<file path="src/rtl/acc_cpu_pkg.sv">
package acc_cpu_pkg;

  localparam int OPC_W = 4;

  typedef enum logic [OPC_W-1:0] {
    OP_NOP   = 4'h0,
    OP_LOAD  = 4'h1,
    OP_STORE = 4'h2,
    OP_ADD   = 4'h3,
    OP_SUB   = 4'h4,
    OP_MUL   = 4'h5,
    OP_DIV   = 4'h6,
    OP_HALT  = 4'hF
  } opcode_e;

  typedef enum logic [3:0] {
    ST_F_ADDR,
    ST_F_WAIT,
    ST_F_LATCH,
    ST_F_IR,
    ST_DECODE,
    ST_O_WAIT,
    ST_O_LATCH,
    ST_EXEC,
    ST_STORE,
    ST_HALT
  } state_e;

  function automatic logic needs_operand(input logic [OPC_W-1:0] code);
    return code == OP_LOAD || code == OP_ADD || code == OP_SUB ||
           code == OP_MUL  || code == OP_DIV;
  endfunction

endpackage

</file>
<file path="src/rtl/acc_cpu_alu.sv">
module acc_cpu_alu
  import acc_cpu_pkg::*;
#(
  parameter int DATA_W = 16
) (
  input  logic [OPC_W-1:0]  op,
  input  logic [DATA_W-1:0] acc,
  input  logic [DATA_W-1:0] opnd,
  output logic [DATA_W-1:0] result,
  output logic              div_zero
);

  logic [DATA_W-1:0] sum, diff, prod, quot;

  assign sum  = acc + opnd;
  assign diff = acc - opnd;
  assign prod = acc * opnd;
  assign quot = (opnd == '0) ? acc : acc / opnd;

  always_comb begin
    div_zero = 1'b0;
    case (op)
      OP_LOAD: result = opnd;
      OP_ADD:  result = sum;
      OP_SUB:  result = diff;
      OP_MUL:  result = prod;
      OP_DIV: begin
        result   = quot;
        div_zero = (opnd == '0);
      end
      default: result = acc;
    endcase
  end

endmodule

</file>
<file path="src/rtl/acc_cpu_seq.sv">
module acc_cpu_seq
  import acc_cpu_pkg::*;
(
  input  logic             clk,
  input  logic             rst,
  input  logic [OPC_W-1:0] opcode,
  output state_e           state,
  output state_e           state_nx,
  output logic             ld_mar_pc,
  output logic             ld_mar_ir,
  output logic             ld_mdr,
  output logic             ld_ir,
  output logic             inc_pc,
  output logic             exec_en
);

  always_ff @(posedge clk) begin
    if (rst) state <= ST_F_ADDR;
    else     state <= state_nx;
  end

  always_comb begin
    state_nx  = state;
    ld_mar_pc = 1'b0;
    ld_mar_ir = 1'b0;
    ld_mdr    = 1'b0;
    ld_ir     = 1'b0;
    inc_pc    = 1'b0;
    exec_en   = 1'b0;
    case (state)
      ST_F_ADDR: begin
        ld_mar_pc = 1'b1;
        state_nx  = ST_F_WAIT;
      end
      ST_F_WAIT:  state_nx = ST_F_LATCH;
      ST_F_LATCH: begin
        ld_mdr   = 1'b1;
        inc_pc   = 1'b1;
        state_nx = ST_F_IR;
      end
      ST_F_IR: begin
        ld_ir    = 1'b1;
        state_nx = ST_DECODE;
      end
      ST_DECODE: begin
        if (opcode == OP_HALT) begin
          state_nx = ST_HALT;
        end else if (opcode == OP_STORE) begin
          ld_mar_ir = 1'b1;
          state_nx  = ST_STORE;
        end else if (needs_operand(opcode)) begin
          ld_mar_ir = 1'b1;
          state_nx  = ST_O_WAIT;
        end else begin
          state_nx = ST_F_ADDR;
        end
      end
      ST_O_WAIT:  state_nx = ST_O_LATCH;
      ST_O_LATCH: begin
        ld_mdr   = 1'b1;
        state_nx = ST_EXEC;
      end
      ST_EXEC: begin
        exec_en  = 1'b1;
        state_nx = ST_F_ADDR;
      end
      ST_STORE: state_nx = ST_F_ADDR;
      ST_HALT:  state_nx = ST_HALT;
      default:  state_nx = ST_F_ADDR;
    endcase
  end

endmodule

</file>
<file path="src/rtl/acc_cpu.sv">
module acc_cpu
  import acc_cpu_pkg::*;
#(
  parameter int DATA_W = 16,
  parameter int ADDR_W = DATA_W - OPC_W
) (
  input  logic              clk,
  input  logic              rst,
  output logic [ADDR_W-1:0] mem_addr,
  output logic [DATA_W-1:0] mem_wdata,
  output logic              mem_we,
  input  logic [DATA_W-1:0] mem_rdata,
  output logic              halted,
  output logic [DATA_W-1:0] acc_out,
  output logic              div_err
);

  localparam int OPC_LSB = DATA_W - OPC_W;

  logic [ADDR_W-1:0] pc_q, mar_q;
  logic [DATA_W-1:0] mdr_q, ir_q, acc_q;
  logic              err_q, we_q, halt_q;

  state_e            state, state_nx;
  logic              ld_mar_pc, ld_mar_ir, ld_mdr, ld_ir, inc_pc, exec_en;
  logic [OPC_W-1:0]  ir_op;
  logic [DATA_W-1:0] alu_res;
  logic              alu_dz;

  assign ir_op = ir_q[DATA_W-1:OPC_LSB];

  acc_cpu_seq u_seq (
    .clk       (clk),
    .rst       (rst),
    .opcode    (ir_op),
    .state     (state),
    .state_nx  (state_nx),
    .ld_mar_pc (ld_mar_pc),
    .ld_mar_ir (ld_mar_ir),
    .ld_mdr    (ld_mdr),
    .ld_ir     (ld_ir),
    .inc_pc    (inc_pc),
    .exec_en   (exec_en)
  );

  acc_cpu_alu #(.DATA_W(DATA_W)) u_alu (
    .op       (ir_op),
    .acc      (acc_q),
    .opnd     (mdr_q),
    .result   (alu_res),
    .div_zero (alu_dz)
  );

  // Address path: PC and MAR
  always_ff @(posedge clk) begin
    if (rst) begin
      pc_q  <= '0;
      mar_q <= '0;
    end else begin
      if (inc_pc)         pc_q  <= pc_q + 1'b1;
      if (ld_mar_pc)      mar_q <= pc_q;
      else if (ld_mar_ir) mar_q <= ir_q[ADDR_W-1:0];
    end
  end

  // Data path: MDR and IR
  always_ff @(posedge clk) begin
    if (rst) begin
      mdr_q <= '0;
      ir_q  <= '0;
    end else begin
      if (ld_mdr) mdr_q <= mem_rdata;
      if (ld_ir)  ir_q  <= mdr_q;
    end
  end

  // Accumulator and sticky error
  always_ff @(posedge clk) begin
    if (rst) begin
      acc_q <= '0;
      err_q <= 1'b0;
    end else if (exec_en) begin
      if (alu_dz) err_q <= 1'b1;
      else        acc_q <= alu_res;
    end
  end

  // Registered strobes
  always_ff @(posedge clk) begin
    if (rst) begin
      we_q   <= 1'b0;
      halt_q <= 1'b0;
    end else begin
      we_q   <= (state_nx == ST_STORE);
      halt_q <= (state_nx == ST_HALT);
    end
  end

  assign mem_addr  = mar_q;
  assign mem_wdata = acc_q;
  assign mem_we    = we_q;
  assign halted    = halt_q;
  assign acc_out   = acc_q;
  assign div_err   = err_q;

endmodule

</file>
<file path="config.mk">
export PLATFORM = sky130hd
export DESIGN_NAME = acc_cpu
export DESIGN_NICKNAME = d
export VERILOG_FILES = /design/src/rtl/acc_cpu_pkg.sv /design/src/rtl/acc_cpu_alu.sv /design/src/rtl/acc_cpu_seq.sv /design/src/rtl/acc_cpu.sv
export SDC_FILE = /design/constraint.sdc
export NUM_CORES = 1
export LEC_CHECK = 0
export ABC_AREA = 0
export BUFFER_PORTS_ARGS = -buffer_cell sky130_fd_sc_hd__buf_2
export CAP_MARGIN = 10
export CORE_UTILIZATION = 55
export CTS_CLUSTER_SIZE = 10
export DETAILED_ROUTE_END_ITERATION = 10
export GPL_ROUTABILITY_DRIVEN = 1
export PLACE_DENSITY = 0.78
export SYNTH_ARGS = -nofsm -noshare
export SYNTH_HDL_FRONTEND = slang
export SYNTH_SLANG_ARGS = --single-unit
</file>
<file path="constraint.sdc">
create_clock -name clk -period 31.2 [get_ports clk]
set_clock_uncertainty 0.2 [all_clocks]
set_input_delay 1.56 -clock clk [delete_from_list [all_inputs] [get_ports clk]]
set_output_delay 1.56 -clock clk [all_outputs]
set_load 0.01 [all_outputs]
</file>
==> metrics <==
Synth Area per Inst 7.524 µm²; die area approximately 28,000 µm²; CTS Sinks 79; most frequent cells in the layout nand2_1, ha_1, nor2_1; Final nets 2,317; cell row count 60; footprint of the multi-input gates 12,580 µm²; hpwl dp 36,690 µm; Ys Warns 0; antenna cells 0; drt wl/cell around 21 µm; overall routed net length between 50,000 and 60,000 µm; most common cell after layout, fill and taps aside nand2_1; Max Freq about 34 MHz; share of post-route cells with drive strength above 1 9.817%; grt total ovfl 0; die width 168.1 µm; CTS buffer count 9; first-pass GRT wire length between 70,000 and 80,000 µm; core area 27,030 µm²; Slowest cell on crit path or4_1; final number of hold-violating endpoints 0; clk_lat worst skew 0.35 ns; vias in the first global route 14.74k; hold path start ir_q[1]; CTS tree done; Area Overhead vs Synth 5.923%; clock-pin slew of the registers on the worst-case setup and hold paths roughly 0.06 ns; Setup violations, final 0; Clock Tree Root clkbuf_16; register area approximately 1600 µm²; Placer Congestion roughly 1; max-cap violation count 0; FFs w/ async S/R, synth 0%; Crit path required time ~31 ns; pin count of the biggest net entering global routing 78; Final Max Tran Viols 0; EDFF count, synth 0; Critical Path Source Type flip-flop; setup TNS 0 ns; antenna-violating nets left 0; Yosys reg bits 79; TritonRoute pass-1 iters 8; Initial Util 56.13%; post-synthesis cell count 2,016; Reg2Reg Setup Slack between 1.5 and 2 ns; CP Capture Type flip-flop; outcome finished clean; Reg-to-Reg End acc_out[0]; Starting DRT DRC Count 1,750; number of distinct library cells after synthesis slightly above 90; drt via density between 6 and 7; CP startpoint mdr_q[8]; Die H 168.1 µm; Slew Limit Headroom ~16%; H-Tree Depth 3; worst-path fanout max 19; port buffer count 64; period utilization 93.78%; Vias around 15k; gr usage total 35.37%; Clock Tree Buf Depth 2; worst setup path endpoint acc_out[0]; Crit Path Category reg -> reg; Synth Flop Type dfxtp_1; cts hold-fix bufs 0; worst r2r src mdr_q[8]; initial antenna violation count 0; Worst Reg2Reg Path Length in Cells between 100 and 150; Hold Crit Depth 2; DR DRC count 0; Mapped Area 15,170 µm²; Worst-Margin Slew 1.243 ns; slowest stage delay, CP between 0.7 and 0.8 ns; Seq/Total Area, Yosys about a tenth; Final min period 29.26 ns; io pins 65; Worst Path Arrival 29.26 ns; Hold/Removal Path Class reg -> reg; syn nets 2,321; Fillers 2,410
==> layer usage <==
metal | up-vias | wire length, µm | track usage [%]
li1 | 7051 | - | -
met1 | 7204 | 20040 | 45.84
met2 | 891 | 21890 | 56.97
met3 | 204 | 5598 | 6.676
met4 | 0 | 2490 | 16.28
met5 | - | 0 | 0
==> how the worst min path moves through the flow <==
stage	slack (ns)	endpoint
2_1_floorplan	0.24	ir_q[0]
3_3_place_gp	0.25	ir_q[0]
3_5_place_dp	0.25	ir_q[0]
4_1_cts	0.26	ir_q[3]
5_1_grt	0.28	ir_q[5]
6_report	0.27	ir_q[1]
==> worst max-delay path: cells and delay by family (launching register included) <==
family | cells | cell delay, ns
and+or+nand+nor | 29 | 6.02
muxes | 5 | 1.75
DFF | 1 | 0.55
AOI/OAI and AO/OA | 63 | 14.86
buffers and inverters | 5 | 0.81
adders and majority gates | 15 | 4.82
==> final cells by class <==
cell class | instances | share of cell area, %
sequential | 79 | 9.843
timing repair buffer | 96 | 3.489
clock buffer | 10 | 1.425
multi-input combinational | 1655 | 78.28
inverter | 171 | 3.995
tap | 341 | 2.656
clock inverter | 6 | 0.3115
==> timing repair <==
item,in CTS,in global routing
endpoints found under the setup margin,0,2
resized for setup,0,23
buffers inserted,0,3
==> flip-flops by register name, summed over array words and instances, names as in the netlist <==
name,flops
mem_we,1
mdr_q,16
mem_addr,12
acc_out,16
halted,1
pc_q,12
ir_q,16
u_seq.state,4
div_err,1
==> logic make-up (layout without fill, tap and decap cells) <==
logic type / Yosys count / after routing / share of synthesized area [%]
mux: 49 / 49 / 3.489
flops: 79 / 79 / 10.43
compound gates: 486 / 486 / 21.46
xor+xnor: 139 / 139 / 8.026
buf+inv: 282 / 283 / 7.440
simple gates: 694 / 694 / 21.47
fa+ha+maj: 287 / 287 / 27.68
==> through the flow <==
stage | utilization [%] | hold WS (ns) | setup slack, ns | std cells | instance area (µm²)
3_3_place_gp | 57.93 | 0.2465 | 1.441 | 2339 | 15660
2_1_floorplan | - | 0.2357 | 5.560 | 2016 | 15170
3_5_place_dp | 57.93 | 0.2467 | 0.4059 | 2339 | 15660
5_1_grt | 59.45 | 0.2832 | -0.1521 | 2358 | 16070
6_report | 59.45 | 0.2659 | 1.941 | 2358 | 16070
4_1_cts | 58.96 | 0.2650 | 0.2303 | 2355 | 15940
==> synthesized netlist by cell type (36+ instances only) <==
master / instances / share of area [%]
nand2_1: 253 / 6.3
ha_1: 206 / 17
nor2_1: 175 / 4.3
inv_1: 168 / 4.2
a21oi_1: 138 / 4.6
xnor2_1: 93 / 5.4
clkbuf_1: 84 / 2.1
fa_1: 81 / 11
dfxtp_1: 79 / 10
o21ai_0: 70 / 2.3
nor3_1: 60 / 2.0
xor2_1: 46 / 2.7
o21a_1: 43 / 2.1
and2_1: 36 / 1.5
Power is not shown: default switching activity piles up to over one toggle a cycle in this logic, so the estimate is an artifact.
